**src/rtl/tlb_pkg.sv**
```systemverilog
package tlb_pkg;

   // access-rights flags kept with each cached mapping
   typedef struct packed {
      logic rd;
      logic wr;
      logic usr;
   } tlb_rights_t;

endpackage

```
**src/rtl/tlb_perm.sv**
```systemverilog
module tlb_perm
   import tlb_pkg::*;
(
   input  tlb_rights_t rights,
   input  logic        req_write,
   input  logic        req_user,
   output logic        allow
);

   logic kind_ok;
   logic mode_ok;

   always_comb begin
      kind_ok = req_write ? rights.wr : rights.rd;
      mode_ok = !req_user || rights.usr;
      allow   = kind_ok && mode_ok;
   end

endmodule

```
**src/rtl/tlb_entry_array.sv**
```systemverilog
module tlb_entry_array
   import tlb_pkg::*;
#(
   parameter int ENTRIES = 8,
   parameter int VPN_W   = 20,
   parameter int PPN_W   = 20,
   localparam int IDX_W  = $clog2(ENTRIES)
) (
   input  logic               clk,
   input  logic               rst_n,
   input  logic               flush,
   input  logic               wr_en,
   input  logic [IDX_W-1:0]   wr_idx,
   input  logic [VPN_W-1:0]   wr_vpn,
   input  logic [PPN_W-1:0]   wr_ppn,
   input  tlb_rights_t        wr_rights,
   input  logic [VPN_W-1:0]   lk_vpn,
   input  logic [VPN_W-1:0]   probe_vpn,
   output logic [ENTRIES-1:0] valid_vec,
   output logic [ENTRIES-1:0] lk_match,
   output logic [ENTRIES-1:0] probe_match,
   output logic [PPN_W-1:0]   lk_ppn,
   output tlb_rights_t        lk_rights
);

   logic [VPN_W-1:0] tag_q    [ENTRIES];
   logic [PPN_W-1:0] ppn_q    [ENTRIES];
   tlb_rights_t      rights_q [ENTRIES];

   for (genvar g = 0; g < ENTRIES; g++) begin : g_ent
      logic sel;
      assign sel = wr_en && (wr_idx == IDX_W'(g));

      always_ff @(posedge clk) begin
         if (!rst_n)     valid_vec[g] <= 1'b0;
         else if (flush) valid_vec[g] <= 1'b0;
         else if (sel)   valid_vec[g] <= 1'b1;
      end

      always_ff @(posedge clk) begin
         if (sel) begin
            tag_q[g]    <= wr_vpn;
            ppn_q[g]    <= wr_ppn;
            rights_q[g] <= wr_rights;
         end
      end

      assign lk_match[g]    = valid_vec[g] && (tag_q[g] == lk_vpn);
      assign probe_match[g] = valid_vec[g] && (tag_q[g] == probe_vpn);
   end

   // at most one entry matches, so an OR of gated fields selects it
   always_comb begin
      lk_ppn    = '0;
      lk_rights = '0;
      for (int i = 0; i < ENTRIES; i++) begin
         if (lk_match[i]) begin
            lk_ppn    = lk_ppn | ppn_q[i];
            lk_rights = lk_rights | rights_q[i];
         end
      end
   end

endmodule

```
**src/rtl/tlb_victim.sv**
```systemverilog
module tlb_victim #(
   parameter int ENTRIES = 8,
   localparam int IDX_W  = $clog2(ENTRIES)
) (
   input  logic               clk,
   input  logic               rst_n,
   input  logic               fill_go,
   input  logic [ENTRIES-1:0] valid_vec,
   input  logic [ENTRIES-1:0] probe_match,
   output logic [IDX_W-1:0]   victim
);

   logic [IDX_W-1:0] ptr_q;
   logic [IDX_W-1:0] same_idx;
   logic [IDX_W-1:0] free_idx;
   logic             use_ptr;

   always_comb begin
      same_idx = '0;
      free_idx = '0;
      for (int i = ENTRIES - 1; i >= 0; i--) begin
         if (probe_match[i]) same_idx = IDX_W'(i);
         if (!valid_vec[i])  free_idx = IDX_W'(i);
      end
      use_ptr = 1'b0;
      if (|probe_match)      victim = same_idx;
      else if (!(&valid_vec)) victim = free_idx;
      else begin
         victim  = ptr_q;
         use_ptr = 1'b1;
      end
   end

   always_ff @(posedge clk) begin
      if (!rst_n) ptr_q <= '0;
      else if (fill_go && use_ptr) begin
         if (ptr_q == IDX_W'(ENTRIES - 1)) ptr_q <= '0;
         else                              ptr_q <= ptr_q + 1'b1;
      end
   end

endmodule

```
**src/rtl/tlb_xlate.sv**
```systemverilog
module tlb_xlate
   import tlb_pkg::*;
#(
   parameter int VA_W      = 32,
   parameter int PA_W      = 32,
   parameter int PAGE_BITS = 12,
   parameter int ENTRIES   = 8,
   localparam int VPN_W    = VA_W - PAGE_BITS,
   localparam int PPN_W    = PA_W - PAGE_BITS,
   localparam int IDX_W    = $clog2(ENTRIES)
) (
   input  logic             clk,
   input  logic             rst_n,
   input  logic             flush,
   input  logic             lk_valid,
   input  logic [VA_W-1:0]  lk_vaddr,
   input  logic             lk_write,
   input  logic             lk_user,
   output logic             lk_hit,
   output logic             lk_miss,
   output logic             lk_fault,
   output logic [PA_W-1:0]  lk_paddr,
   input  logic             fill_valid,
   input  logic [VPN_W-1:0] fill_vpn,
   input  logic [PPN_W-1:0] fill_ppn,
   input  logic             fill_rd,
   input  logic             fill_wr,
   input  logic             fill_usr
);

   if (ENTRIES < 2) begin : g_bad_entries
      $error("tlb_xlate: ENTRIES must be at least 2");
   end
   if (PAGE_BITS < 1 || PAGE_BITS >= VA_W || PAGE_BITS >= PA_W) begin : g_bad_page
      $error("tlb_xlate: PAGE_BITS must be below both address widths");
   end

   logic [ENTRIES-1:0] valid_vec;
   logic [ENTRIES-1:0] lk_match;
   logic [ENTRIES-1:0] probe_match;
   logic [PPN_W-1:0]   hit_ppn;
   tlb_rights_t        hit_rights;
   tlb_rights_t        fill_rights;
   logic [IDX_W-1:0]   victim;
   logic               fill_go;
   logic               any_match;
   logic               allow;

   assign fill_go     = fill_valid && !flush;
   assign fill_rights = '{rd: fill_rd, wr: fill_wr, usr: fill_usr};

   tlb_entry_array #(
      .ENTRIES (ENTRIES),
      .VPN_W   (VPN_W),
      .PPN_W   (PPN_W)
   ) i_array (
      .clk         (clk),
      .rst_n       (rst_n),
      .flush       (flush),
      .wr_en       (fill_go),
      .wr_idx      (victim),
      .wr_vpn      (fill_vpn),
      .wr_ppn      (fill_ppn),
      .wr_rights   (fill_rights),
      .lk_vpn      (lk_vaddr[VA_W-1:PAGE_BITS]),
      .probe_vpn   (fill_vpn),
      .valid_vec   (valid_vec),
      .lk_match    (lk_match),
      .probe_match (probe_match),
      .lk_ppn      (hit_ppn),
      .lk_rights   (hit_rights)
   );

   tlb_victim #(
      .ENTRIES (ENTRIES)
   ) i_victim (
      .clk         (clk),
      .rst_n       (rst_n),
      .fill_go     (fill_go),
      .valid_vec   (valid_vec),
      .probe_match (probe_match),
      .victim      (victim)
   );

   tlb_perm i_perm (
      .rights    (hit_rights),
      .req_write (lk_write),
      .req_user  (lk_user),
      .allow     (allow)
   );

   assign any_match = |lk_match;

   always_comb begin
      lk_miss  = lk_valid && !any_match;
      lk_fault = lk_valid && any_match && !allow;
      lk_hit   = lk_valid && any_match && allow;
      lk_paddr = lk_hit ? {hit_ppn, lk_vaddr[PAGE_BITS-1:0]} : '0;
   end

endmodule

```
**config.mk**
```make
export PLATFORM = sky130hd
export DESIGN_NAME = tlb_xlate
export DESIGN_NICKNAME = d
export VERILOG_FILES = /design/src/rtl/tlb_pkg.sv /design/src/rtl/tlb_perm.sv /design/src/rtl/tlb_entry_array.sv /design/src/rtl/tlb_victim.sv /design/src/rtl/tlb_xlate.sv
export SDC_FILE = /design/constraint.sdc
export NUM_CORES = 1
export LEC_CHECK = 0
export BUFFER_PORTS_ARGS = -buffer_cell sky130_fd_sc_hd__clkbuf_2
export CORE_MARGIN = 2
export CORE_UTILIZATION = 60
export DETAILED_ROUTE_END_ITERATION = 7
export GPL_ROUTABILITY_DRIVEN = 0
export PLACE_DENSITY = 0.79
export SLEW_MARGIN = 20
export SYNTH_ARGS = -nofsm -noshare
export SYNTH_HDL_FRONTEND = slang
export SYNTH_HIERARCHICAL = 1
export SYNTH_SLANG_ARGS = --single-unit
```
**constraint.sdc**
```tcl
create_clock -name clk -period 11 [get_ports clk]
set_clock_uncertainty 0.15 [all_clocks]
set_input_delay 0.55 -clock clk [delete_from_list [all_inputs] [get_ports clk]]
set_output_delay 0.55 -clock clk [all_outputs]
set_load 0.05 [all_outputs]
```
==> impl_metrics.ini <==
[detailed_routing]
vias_per_cell = 6.504
wirelength_um = 50600
drtPass1Iterations = 6
vias = 12280
drc_errors = 0
wl_per_cell_um = 26.80
drtIter0Drc = 1966
ant_nets = 0

[synth]
yosysSeqAreaShare = 0.5941
synth_warnings = 6
synth_area_um2 = 17760
syn-instance-count = 1395
syn_area_per_cell_um2 = 12.73
synth_nets = 1479
ys_ff_latch = 355
synth_cell_types = 47

[cts]
clk_pin_slew_ns = 0.06
cts_made_buffers = 37
cts.repair.resized = 0
clkLatencyLatePin_ns = 0.53
cts_max_level = 2
cts_tree = yes
cts_hold_buffers = 0
postCtsSetupBuffers = 0
cts_root_buf = clkbuf_16
max-clock-path-buffers = 3
cts.sinks = 355

[sta]
slew_viol_final = 0
finalCritPeriodShare = 0.4431
finalCriticalPeriod_ns = 4.875
setup_ws_ns = 6.126
setup_viol = 0
rsz0062_at_grt = false
tns_ns = 0
slew_headroom = 0.1928
max_freq_mhz = 205.1
worstMarginPinSlew_ns = 1.211
hold_viol = 0

[floorplanning]
core_area_um2 = 28940
initial_core_util = 0.6137
num_rows = 62
die-area_um2 = 30990
ios = 117
die_x_um = 176.0
die_y_um = 176.0

[worst_hold_path]
hold_end = i_array/ppn_q[0][79]
hold_depth = 1
hp-class = in2reg
hp-start = fill_ppn[19]

[worst_setup_path]
timing.rr.end = i_array/rights_q[0][11]
crit_buf_inv = 2
path_delay_family = simple AND/OR/NAND/NOR gates
worstPathRequired_ns = 10.30
cp-end-kind = output port
path_max_fanout = 34
timing.rr.start = i_array/tag_q[1][47]
critPathArrivalTime_ns = 4.17
ff2ff_setup_slack_ns = 6.54
setup.worst_path.class = reg2out
slowest_stage = and3_1
start_kind = flip-flop
ff2ff_path_depth = 9
critical_path.cell_chain = xor2_1 > nor4_1 > and3_1 > a32oi_1 > nand4_1 > mux2i_1 > a21oi_2 > buf_4 > nand3_1 > a21oi_1 > clkbuf_2
slowest_delay_ns = 0.99

[cells_and_area]
fin_nets = 1562
diodes = 0
drive_gt1_frac = 0.1582
multi_input_comb_area_um2 = 6146
design_area_um2 = 19580
finalNonFillerCells = 1888
syn_to_final_growth_pct = 10.25
fillers = 2003
ff_latch_area_um2 = 10550

[outcome]
outcome = finished clean

[placed_design]
dp_cells = 1823
dpl_cell_area_um2 = 18450
portBuffers = 116
dp_hpwl_um = 31320
dp_slack_ns = 6.122

[global_route]
grt_pass1_wl_um = 74870
antenna_found_initial = 0
first_global_vias = 11960
grt_overflow_total = 0
grt_usage = 0.3272
grt_start_max_net_pins = 45

[run]
maxCapViolations = 0

[pwr]
p_leak_uw = 0.006528
power.density_nw_per_um2 = 145.0
p_total_uw = 2839
ir_drop_v = 0.0001130
[metal layers]
metal	routed length [um]	global-route usage
met1	19520	0.4744
met2	21840	0.4693
met3	7441	0.09475
met4	1797	0.1257
met5	0	0
[worst register-to-register path: stages, from the launching register on]
cell,delay (ns)
edfxtp_1,0.46
xor2_1,0.20
nor4_1,0.30
nand4_1,0.16
nor4_1,0.69
nor4_1,0.11
a2111oi_0,0.57
nand2_1,0.36
nor2_4,0.65
buf_4,0.45
[cells by family after synthesis]
kind of cell / Yosys count / synth area share
flip-flops: 355 / 0.5941
AND/OR/NAND/NOR: 348 / 0.1168
XOR/XNOR: 314 / 0.1578
buffers and inverters: 227 / 0.06426
AO/OA/AOI/OAI: 145 / 0.06334
multiplexers: 4 / 0.002255
adder cells (fa/ha/maj): 2 / 0.001409
[layout make-up]
cell class | count | share of cell area
Sequential cell | 355 | 0.5389
Multi-Input combinational cell | 813 | 0.3139
Clock buffer | 54 | 0.05368
Timing Repair Buffer | 146 | 0.04116
Tap cell | 384 | 0.02454
Inverter | 125 | 0.02396
Clock inverter | 11 | 0.003898
[power by group]
group          leakage [uW]  total, uW  switching (uW)  internal (uW)
logic               0.00278        175             120           54.6
clock network      0.000554       1170             501            666
registers           0.00320       1500            5.01           1490
total               0.00653       2840             626           2210
[layout by cell type, fill, tap and decap left out, drive strengths merged]
master,n
nor2,49
a21oi,38
nand2b,6
ha,2
xnor2,236
nand4,76
edfxtp,344
a21boi,1
a221o,2
nor3b,2
o22ai,2
dfxtp,11
o2111ai,1
nand2,14
mux2i,4
a32oi,92
and3,5
a2111oi,1
clkinv,10
o211ai,1
nor4,63
or4,1
o21ai,3
nor2b,5
xor2,78
o31a,1
o21bai,1
and2,5
inv,126
o311ai,1
buf,30
nand3,49
a31o,1
clkbuf,170
nor3,73
[stage by stage]
step | hold WS (ns) | util
2_1_floorplan | 0.3048 | -
3_3_place_gp | 0.3226 | 0.6376
3_5_place_dp | 0.3309 | 0.6377
4_1_cts | 0.1363 | 0.6766
5_1_grt | 0.1529 | 0.6766
6_report | 0.1541 | 0.6766
[state kept, by name, summed over array words and instances (netlist names)]
signal and cells:
i_array/tag_q 160, i_array/ppn_q 160, i_array/valid_vec 8, i_victim/ptr_q 3, i_array/rights_q 24
[Yosys cell counts, drive strengths merged]
| cell type | count | area share |
|---|---|---|
| a21boi | 1 | 0.00042 |
| ha | 2 | 0.0014 |
| edfxtp | 344 | 0.58 |
| clkbuf | 41 | 0.0087 |
| nor2b | 5 | 0.0022 |
| buf | 61 | 0.029 |
| nand2 | 14 | 0.0030 |
| or4 | 1 | 0.00063 |
| a21oi | 38 | 0.012 |
| o31a | 1 | 0.00049 |
| and3 | 5 | 0.0018 |
| o22ai | 2 | 0.00070 |
| o311ai | 1 | 0.00049 |
| o211ai | 1 | 0.00042 |
| nand2b | 6 | 0.0021 |
| dfxtp | 11 | 0.012 |
| xnor2 | 236 | 0.12 |
| mux2i | 4 | 0.0023 |
| o21ai | 3 | 0.00085 |
| and2 | 5 | 0.0018 |
| a221o | 2 | 0.0011 |
| o21bai | 1 | 0.00042 |
| a31o | 1 | 0.00049 |
| a2111oi | 1 | 0.00049 |
| nor4 | 63 | 0.031 |
| inv | 125 | 0.026 |
| o2111ai | 1 | 0.00049 |
| nor3b | 2 | 0.0014 |
| nand3 | 49 | 0.015 |
| nor3 | 73 | 0.021 |
| nor2 | 49 | 0.010 |
| a32oi | 92 | 0.045 |
| nand4 | 76 | 0.027 |
| xor2 | 78 | 0.038 |
[worst max path at each step]
stage	start	to	slack, ns	cells past startpoint
global placement	fill_vpn[17]	i_array/tag_q[1][36]	6.32	12
global route	i_array/tag_q[0][69]	lk_paddr[15]	6.04	11
finish	i_array/tag_q[0][69]	lk_paddr[15]	6.13	11
CTS	i_array/tag_q[0][69]	lk_paddr[15]	6.25	11
floorplan	fill_vpn[13]	i_array/ppn_q[0][40]	4.73	9
detailed placement	fill_vpn[13]	i_array/rights_q[0][11]	6.12	10
Note: power is estimated with default switching activity, not from simulation.
